`src/rtl/sync_meter_pkg.sv`:
```
package sync_meter_pkg;

   // Band edges in kHz; the code order is fixed by the capacitor bank wiring.
   localparam int unsigned BAND_A_KHZ = 36;
   localparam int unsigned BAND_B_KHZ = 40;
   localparam int unsigned BAND_C_KHZ = 62;

   localparam logic [2:0] SEL_LOWEST = 3'b000;
   localparam logic [2:0] SEL_LOW    = 3'b001;
   localparam logic [2:0] SEL_MID    = 3'b101;
   localparam logic [2:0] SEL_HIGH   = 3'b111;

   function automatic logic [2:0] khz_to_sel(input logic [31:0] khz);
      if (khz < BAND_A_KHZ)      return SEL_LOWEST;
      else if (khz < BAND_B_KHZ) return SEL_LOW;
      else if (khz < BAND_C_KHZ) return SEL_MID;
      else                       return SEL_HIGH;
   endfunction

endpackage

```
`src/rtl/smr_sync_edge.sv`:
```
module smr_sync_edge #(
   parameter int STAGES = 2
) (
   input  logic clk,
   input  logic rst_n,
   input  logic din,
   output logic lvl,
   output logic rise
);
   logic [STAGES-1:0] chain;
   logic              last;

   always_ff @(posedge clk or negedge rst_n) begin
      if (!rst_n) begin
         chain <= '0;
         last  <= 1'b0;
      end else begin
         chain <= {chain[STAGES-2:0], din};
         last  <= chain[STAGES-1];
      end
   end

   assign lvl  = chain[STAGES-1];
   assign rise = chain[STAGES-1] & ~last;
endmodule

```
`src/rtl/smr_timebase.sv`:
```
module smr_timebase #(
   parameter int DIV = 12
) (
   input  logic clk,
   input  logic rst_n,
   output logic tick
);
   generate
      if (DIV == 1) begin : g_every_clock
         logic unused_ok;
         assign unused_ok = clk ^ rst_n;
         assign tick = 1'b1;
      end else begin : g_divider
         localparam int CW = $clog2(DIV);
         logic [CW-1:0] cnt;
         always_ff @(posedge clk or negedge rst_n) begin
            if (!rst_n)                  cnt <= '0;
            else if (cnt == CW'(DIV - 1)) cnt <= '0;
            else                         cnt <= cnt + CW'(1);
         end
         assign tick = (cnt == CW'(DIV - 1));
      end
   endgenerate
endmodule

```
`src/rtl/smr_window_counter.sv`:
```
module smr_window_counter #(
   parameter int VCNT_W        = 20,
   parameter int HCNT_W        = 12,
   parameter int POL_W         = 25,
   parameter int TIMEOUT_TICKS = 100000
) (
   input  logic              clk,
   input  logic              rst_n,
   input  logic              tick,
   input  logic              v_rise,
   input  logic              h_rise,
   input  logic              h_lvl,
   output logic              win_done,
   output logic [VCNT_W-1:0] win_ticks,
   output logic [HCNT_W-1:0] win_edges,
   output logic              win_neg,
   output logic              lost
);
   localparam int TO_W = $clog2(TIMEOUT_TICKS + 1);

   logic              armed;
   logic [VCNT_W-1:0] tick_acc, tick_nx;
   logic [HCNT_W-1:0] edge_acc, edge_nx;
   logic [POL_W-1:0]  hi_acc, hi_nx, lo_acc, lo_nx;
   logic [TO_W-1:0]   idle;

   always_comb begin
      tick_nx = (tick && tick_acc != '1) ? tick_acc + VCNT_W'(1) : tick_acc;
      edge_nx = (h_rise && edge_acc != '1) ? edge_acc + HCNT_W'(1) : edge_acc;
      hi_nx   = (h_lvl && hi_acc != '1) ? hi_acc + POL_W'(1) : hi_acc;
      lo_nx   = (!h_lvl && lo_acc != '1) ? lo_acc + POL_W'(1) : lo_acc;
   end

   always_ff @(posedge clk or negedge rst_n) begin
      if (!rst_n) begin
         armed     <= 1'b0;
         tick_acc  <= '0;
         edge_acc  <= '0;
         hi_acc    <= '0;
         lo_acc    <= '0;
         idle      <= '0;
         win_done  <= 1'b0;
         win_ticks <= '0;
         win_edges <= '0;
         win_neg   <= 1'b0;
         lost      <= 1'b0;
      end else begin
         win_done <= 1'b0;
         lost     <= 1'b0;
         if (v_rise) begin
            if (armed) begin
               win_done  <= 1'b1;
               win_ticks <= tick_nx;
               win_edges <= edge_nx;
               win_neg   <= (hi_nx > lo_nx);
            end
            armed    <= 1'b1;
            tick_acc <= '0;
            edge_acc <= '0;
            hi_acc   <= '0;
            lo_acc   <= '0;
            idle     <= '0;
         end else begin
            tick_acc <= tick_nx;
            edge_acc <= edge_nx;
            hi_acc   <= hi_nx;
            lo_acc   <= lo_nx;
            if (tick) begin
               if (idle == TO_W'(TIMEOUT_TICKS - 1)) begin
                  idle  <= '0;
                  lost  <= armed;
                  armed <= 1'b0;
               end else begin
                  idle <= idle + TO_W'(1);
               end
            end
         end
      end
   end
endmodule

```
`src/rtl/smr_freq_calc.sv`:
```
module smr_freq_calc #(
   parameter int VCNT_W  = 20,
   parameter int HCNT_W  = 12,
   parameter int TICK_HZ = 1000000,
   parameter int FREQ_W  = 20,
   parameter int KHZ_W   = 12
) (
   input  logic [VCNT_W-1:0] per_ticks,
   input  logic [HCNT_W-1:0] edges,
   output logic [FREQ_W-1:0] vfreq_hz,
   output logic [KHZ_W-1:0]  hfreq_khz
);
   localparam int TPK   = TICK_HZ / 1000;
   localparam int PRODW = HCNT_W + 21;
   localparam int DIV_W = ((PRODW > VCNT_W) ? PRODW : VCNT_W) + 1;

   logic [DIV_W-1:0] den, vq, hq;

   always_comb begin
      den = DIV_W'(per_ticks);
      if (den == '0) begin
         vq = '0;
         hq = '0;
      end else begin
         vq = DIV_W'(TICK_HZ) / den;
         hq = (DIV_W'(edges) * DIV_W'(TPK)) / den;
      end
      vfreq_hz  = (vq > DIV_W'({FREQ_W{1'b1}})) ? '1 : vq[FREQ_W-1:0];
      hfreq_khz = (hq > DIV_W'({KHZ_W{1'b1}}))  ? '1 : hq[KHZ_W-1:0];
   end
endmodule

```
`src/rtl/smr_qualifier.sv`:
```
module smr_qualifier
   import sync_meter_pkg::*;
#(
   parameter int VCNT_W = 20,
   parameter int HCNT_W = 12,
   parameter int KHZ_W  = 12
) (
   input  logic              clk,
   input  logic              rst_n,
   input  logic              win_done,
   input  logic [VCNT_W-1:0] win_ticks,
   input  logic [HCNT_W-1:0] win_edges,
   input  logic              win_neg,
   input  logic              lost,
   input  logic [KHZ_W-1:0]  hfreq_khz,
   output logic [VCNT_W-1:0] meas_ticks,
   output logic [HCNT_W-1:0] meas_edges,
   output logic              meas_neg,
   output logic              valid,
   output logic              stable,
   output logic [2:0]        range_sel
);
   logic              have_prev, upd_q, close;
   logic [1:0]        agree, agree_nx;
   logic [VCNT_W-1:0] dv;
   logic [HCNT_W-1:0] dh;

   always_comb begin
      dv = (win_ticks > meas_ticks) ? win_ticks - meas_ticks : meas_ticks - win_ticks;
      dh = (win_edges > meas_edges) ? win_edges - meas_edges : meas_edges - win_edges;
      close = have_prev && (dv <= VCNT_W'(1)) && (dh <= HCNT_W'(1));
      if (!close)            agree_nx = 2'd0;
      else if (agree == 2'd2) agree_nx = 2'd2;
      else                   agree_nx = agree + 2'd1;
   end

   always_ff @(posedge clk or negedge rst_n) begin
      if (!rst_n) begin
         meas_ticks <= '0;
         meas_edges <= '0;
         meas_neg   <= 1'b0;
         valid      <= 1'b0;
         stable     <= 1'b0;
         have_prev  <= 1'b0;
         agree      <= 2'd0;
         upd_q      <= 1'b0;
         range_sel  <= SEL_LOWEST;
      end else begin
         upd_q <= win_done;
         if (lost) begin
            valid     <= 1'b0;
            stable    <= 1'b0;
            have_prev <= 1'b0;
            agree     <= 2'd0;
         end else if (win_done) begin
            meas_ticks <= win_ticks;
            meas_edges <= win_edges;
            meas_neg   <= win_neg;
            valid      <= 1'b1;
            have_prev  <= 1'b1;
            agree      <= agree_nx;
            stable     <= (agree_nx == 2'd2);
         end
         if (upd_q && stable) range_sel <= khz_to_sel(32'(hfreq_khz));
      end
   end
endmodule

```
`src/rtl/sync_range_meter.sv`:
```
module sync_range_meter #(
   parameter int CLK_PER_TICK  = 12,
   parameter int TICK_HZ       = 1000000,
   parameter int VCNT_W        = 20,
   parameter int HCNT_W        = 12,
   parameter int FREQ_W        = 20,
   parameter int KHZ_W         = 12,
   parameter int SYNC_STAGES   = 2,
   parameter int TIMEOUT_TICKS = 100000
) (
   input  logic              clk,
   input  logic              rst_n,
   input  logic              hsync_in,
   input  logic              vsync_in,
   output logic [VCNT_W-1:0] vperiod_ticks,
   output logic [HCNT_W-1:0] hedges,
   output logic              hsync_neg,
   output logic [FREQ_W-1:0] vfreq_hz,
   output logic [KHZ_W-1:0]  hfreq_khz,
   output logic [2:0]        range_sel,
   output logic              meas_valid,
   output logic              meas_stable
);
   localparam int POL_W = VCNT_W + $clog2(CLK_PER_TICK + 1) + 1;

   generate
      if (CLK_PER_TICK < 1 || SYNC_STAGES < 2 || TIMEOUT_TICKS < 2 ||
          TICK_HZ < 1000 || TICK_HZ >= (1 << 20) || KHZ_W < 7) begin : g_bad_cfg
         $error("sync_range_meter: illegal parameter set");
      end
   endgenerate

   logic tick, h_lvl, h_rise, v_lvl, v_rise;
   logic win_done, win_neg, lost;
   logic [VCNT_W-1:0] win_ticks;
   logic [HCNT_W-1:0] win_edges;

   smr_timebase #(.DIV(CLK_PER_TICK)) u_tb (.clk(clk), .rst_n(rst_n), .tick(tick));

   smr_sync_edge #(.STAGES(SYNC_STAGES)) u_hs (
      .clk(clk), .rst_n(rst_n), .din(hsync_in), .lvl(h_lvl), .rise(h_rise));
   smr_sync_edge #(.STAGES(SYNC_STAGES)) u_vs (
      .clk(clk), .rst_n(rst_n), .din(vsync_in), .lvl(v_lvl), .rise(v_rise));

   logic unused_vlvl;
   assign unused_vlvl = v_lvl;

   smr_window_counter #(
      .VCNT_W(VCNT_W), .HCNT_W(HCNT_W), .POL_W(POL_W), .TIMEOUT_TICKS(TIMEOUT_TICKS)
   ) u_win (
      .clk(clk), .rst_n(rst_n), .tick(tick), .v_rise(v_rise), .h_rise(h_rise),
      .h_lvl(h_lvl), .win_done(win_done), .win_ticks(win_ticks),
      .win_edges(win_edges), .win_neg(win_neg), .lost(lost));

   smr_freq_calc #(
      .VCNT_W(VCNT_W), .HCNT_W(HCNT_W), .TICK_HZ(TICK_HZ), .FREQ_W(FREQ_W), .KHZ_W(KHZ_W)
   ) u_freq (
      .per_ticks(vperiod_ticks), .edges(hedges), .vfreq_hz(vfreq_hz), .hfreq_khz(hfreq_khz));

   smr_qualifier #(.VCNT_W(VCNT_W), .HCNT_W(HCNT_W), .KHZ_W(KHZ_W)) u_qual (
      .clk(clk), .rst_n(rst_n), .win_done(win_done), .win_ticks(win_ticks),
      .win_edges(win_edges), .win_neg(win_neg), .lost(lost), .hfreq_khz(hfreq_khz),
      .meas_ticks(vperiod_ticks), .meas_edges(hedges), .meas_neg(hsync_neg),
      .valid(meas_valid), .stable(meas_stable), .range_sel(range_sel));
endmodule

```
`config.mk`:
```
export PLATFORM = sky130hd
export DESIGN_NAME = sync_range_meter
export DESIGN_NICKNAME = d
export VERILOG_FILES = /design/src/rtl/sync_meter_pkg.sv /design/src/rtl/smr_sync_edge.sv /design/src/rtl/smr_timebase.sv /design/src/rtl/smr_window_counter.sv /design/src/rtl/smr_freq_calc.sv /design/src/rtl/smr_qualifier.sv /design/src/rtl/sync_range_meter.sv
export SDC_FILE = /design/constraint.sdc
export NUM_CORES = 2
export LEC_CHECK = 0
export ABC_AREA = 0
export BUFFER_PORTS_ARGS = -buffer_cell sky130_fd_sc_hd__buf_2
export CAP_MARGIN = 20
export CORE_UTILIZATION = 50
export DETAILED_ROUTE_END_ITERATION = 7
export GPL_TIMING_DRIVEN = 1
export HOLD_SLACK_MARGIN = 0.05
export PLACE_DENSITY = 0.65
export SLEW_MARGIN = 0
export SYNTH_ARGS = -nofsm -noshare
export SYNTH_HDL_FRONTEND = slang
export SYNTH_SLANG_ARGS = --single-unit
```
`constraint.sdc`:
```
create_clock -name clk -period 144 [get_ports clk]
set_clock_uncertainty 0.1 [all_clocks]
set_input_delay 7.2 -clock clk [delete_from_list [all_inputs] [get_ports clk]]
set_output_delay 7.2 -clock clk [all_outputs]
set_load 0.005 [all_outputs]
```
==> results.md <==
* Post-synth cell types at 138
* Critical Path End Type: output port
* Gpl congestion at 0.991
* Max_slew headroom at 22.0%
* Crit path largest cell delay at 900 ps
* Clk_lat worst skew at 510 ps
* Critical path peak fanout at 40
* Area Overhead vs Synth at 4.80%
* Buf/Inv on CP at 20
* Root Driver: clkbuf_16
* Die width at 373 um
* Fillers at 13,439
* Post-Synth Simple-Gate Area at 24.2%
* Synth Area in Compound Gates at 31.1%
* Synth Warn # at 0
* Fin nets at 10,649
* Largest area contributor in the netlist: ha_1
* Routed Antenna Nets at 0
* Sequential-to-total area share from yosys stat at 6.78%
* Slew Limit Fails at 0
* CP startpoint: u_qual.meas_ticks[0]
* Vias in the first global route at 67,862
* Synthesized cell area at 68,700 um^2
* Die height at 373 um
* Post-synth EDFFs at 0
* Crit Path Class: reg -> out
* R2r startpoint: u_qual.meas_ticks[0]
* Synth Area in XOR/XNOR at 8.02%
* Commonest non-fill, non-tap cell in the layout: ha_1
* Worst slew pin tran at 1160 ps
* Grt total ovfl at 0
* Fin util at 53.0%
* Num rows at 135
* CP arrival at 109,160 ps
* Commonest cells after routing, fill and taps aside: 1,082 x ha_1, 954 x nand2_1, 895 x nor2_1
* Tot GR Track Use at 32.6%
* Startpoint Class: flop
* Initial Util at 50.6%
* Worst Path Required at 136,700 ps
* Crit-path most repeated cell: o21a_1
* Pin count of the biggest net entering global routing at 74
* Layout cells sized above 1 at 7.12%
* Ranking of synthesized cells by area: ha_1 20%, dfrtp_1 6.8%, nand2_1 5.2%
* WL/cell at 20.7 um
* TritonCTS Buffers at 17
* Dpl hpwl at 181 mm
* Top-area cell type share of the netlist area at 19.7%
* H-tree depth at 4
* CTS tree: yes
* Worst Min Path Start: u_vs.chain[0]
* Post-CTS setup buffers at 0
* Drt total wl at 234 mm
* Clock slew at reported path FFs at 80 ps
* Setup WS pre-CTS at 30,070 ps
* Adder-Cell Fraction of Synth Area at 21.0%
* Ys async rst share at 100%
* Syn avg cell area at 7.18 um^2
* Clock buffer depth at 2
* Avg Vias per Cell at 6.43
* Core Box Area at 136,000 um^2
* Final period util at 80.9%
* Max Fclk at 8.59 MHz
* Final Hold Fails at 0
* Hold Buf Count CTS at 0
* Critical-path top delay cell: o31ai_4
* Setup slack after layout at 27,540 ps
* Global-route wire length before repair at 368 mm
* Number of I/O pins at 74
* Die ar. at 139,000 um^2
* Hold WC Path Type: reg -> reg
* Post-CTS sizing at 0
* Main combinational cell family by area after synthesis: compound AO/OA/AOI/OAI gates
* RSZ-0062 raised after global routing: no
* Clock sinks at 186
* Predominant post-synthesis flop cell: dfrtp_1
* Routed via count at 72,724
* Mux share of post-synthesis cell area at 5.20%
* Detailed Routing Iterations Pass 1 at 7
* Clock period minus worst slack at 116,460 ps
* Maxcap violations at 0
* Final Setup Violations at 0
* DRT iter0 DRCs at 5,985
* Status: finished, final reports clean
* CP delay by family, top: compound AO/OA/AOI/OAI gates
* Initial antenna violation count at 5
* Port Buf Inserts at 73
* Setup_tns at 0 ps
* Post-synthesis cell count at 9,565
* Register bit total from synthesis at 186
* DRC viols at 0
## synth_stat cells (20+ instances only)
master / n
ha_1: 1083
inv_1: 386
nand4_1: 113
o21a_1: 349
mux2_2: 216
or2_2: 63
o22ai_1: 25
nor2b_1: 118
or3_1: 93
a31oi_1: 72
and4_1: 32
nor4_1: 40
nand3_1: 207
a31o_2: 28
nor2_1: 904
nand2_1: 955
a21boi_0: 50
dfrtp_1: 186
o211ai_1: 82
and3_1: 87
clkbuf_1: 197
a2111oi_0: 21
a211o_1: 34
a21oi_1: 683
o21ai_0: 710
a211oi_1: 73
o31ai_1: 240
o31a_1: 20
o21ai_1: 29
o21bai_1: 57
nor3_1: 379
fa_1: 43
and2_1: 135
a21o_1: 360
xor2_1: 245
buf_1: 36
o2111ai_1: 47
nand2b_1: 173
mux2i_1: 106
xnor2_1: 381
or4_1: 25
nor4b_1: 20
## worst register-to-register path: cells and delay by family (launching register included)
family	cells	cell delay, ps
buf+inv	20	4570
compound gates	278	67250
fa+ha+maj	33	10240
flops	1	670
mux	9	2990
simple gates	86	19680
## cell type report
type | count | area (um^2) | share of cell area (%)
antenna | 2 | 5.00 | 0.00696
tap | 1781 | 2230 | 3.10
clock buffer | 19 | 453 | 0.630
timing repair buffer | 187 | 1250 | 1.73
sequential | 186 | 4660 | 6.47
clock inverter | 13 | 206 | 0.287
multi-input combinational | 8739 | 61700 | 85.7
inverter | 388 | 1470 | 2.05
## logic make-up (layout without fill, tap and decap cells)
logic type | count (synthesis) | after routing
simple gates | 3443 | 3443
compound gates | 3205 | 3205
fa+ha+maj | 1126 | 1126
buf+inv | 650 | 607
xor+xnor | 627 | 627
mux | 327 | 327
flops | 186 | 186
other cells | 1 | 13
## routing by layer
metal	part of all wire, %	up-vias	track usage [%]
met1	45	34338	43.4
met3	6.2	460	2.83
met5	0.023	-	0
li1	-	35552	-
met4	4.1	8	12.4
met2	45	2366	54.3
## metrics by stage
stage / cells / cell area [um^2] / hold slack, ps
global placement: 11278 / 71200 / 234
detailed placement: 11278 / 71200 / 243
floorplan: 9575 / 68700 / 231
finish: 11315 / 71900 / 257
global route: 11313 / 71900 / 263
CTS: 11310 / 71900 / 263
## flip-flops by register name, summed over array words and instances, names as in the netlist, 4 cells and up
signal,cells
u_qual.meas_ticks,20
u_win.win_edges,12
u_win.win_ticks,20
u_win.edge_acc,12
u_win.tick_acc,20
u_win.hi_acc,25
u_qual.meas_edges,12
u_win.idle,17
u_tb.g_divider.cnt,4
u_win.lo_acc,25
## worst paths after layout
kind	endpoint	slack (ps)	depth (start not counted)
max	hfreq_khz[0]	27540	447
min	u_vs.chain[1]	260	0
max reg2reg	u_qual.range_sel[1]	38490	426
min reg2reg	u_vs.chain[1]	260	0
max in group asynchronous	u_qual.meas_ticks[0]	135850	2
min in group asynchronous	u_win.lo_acc[1]	6570	1
Power is not shown: default switching activity piles up to over one toggle a cycle in this logic, so the estimate is an artifact.
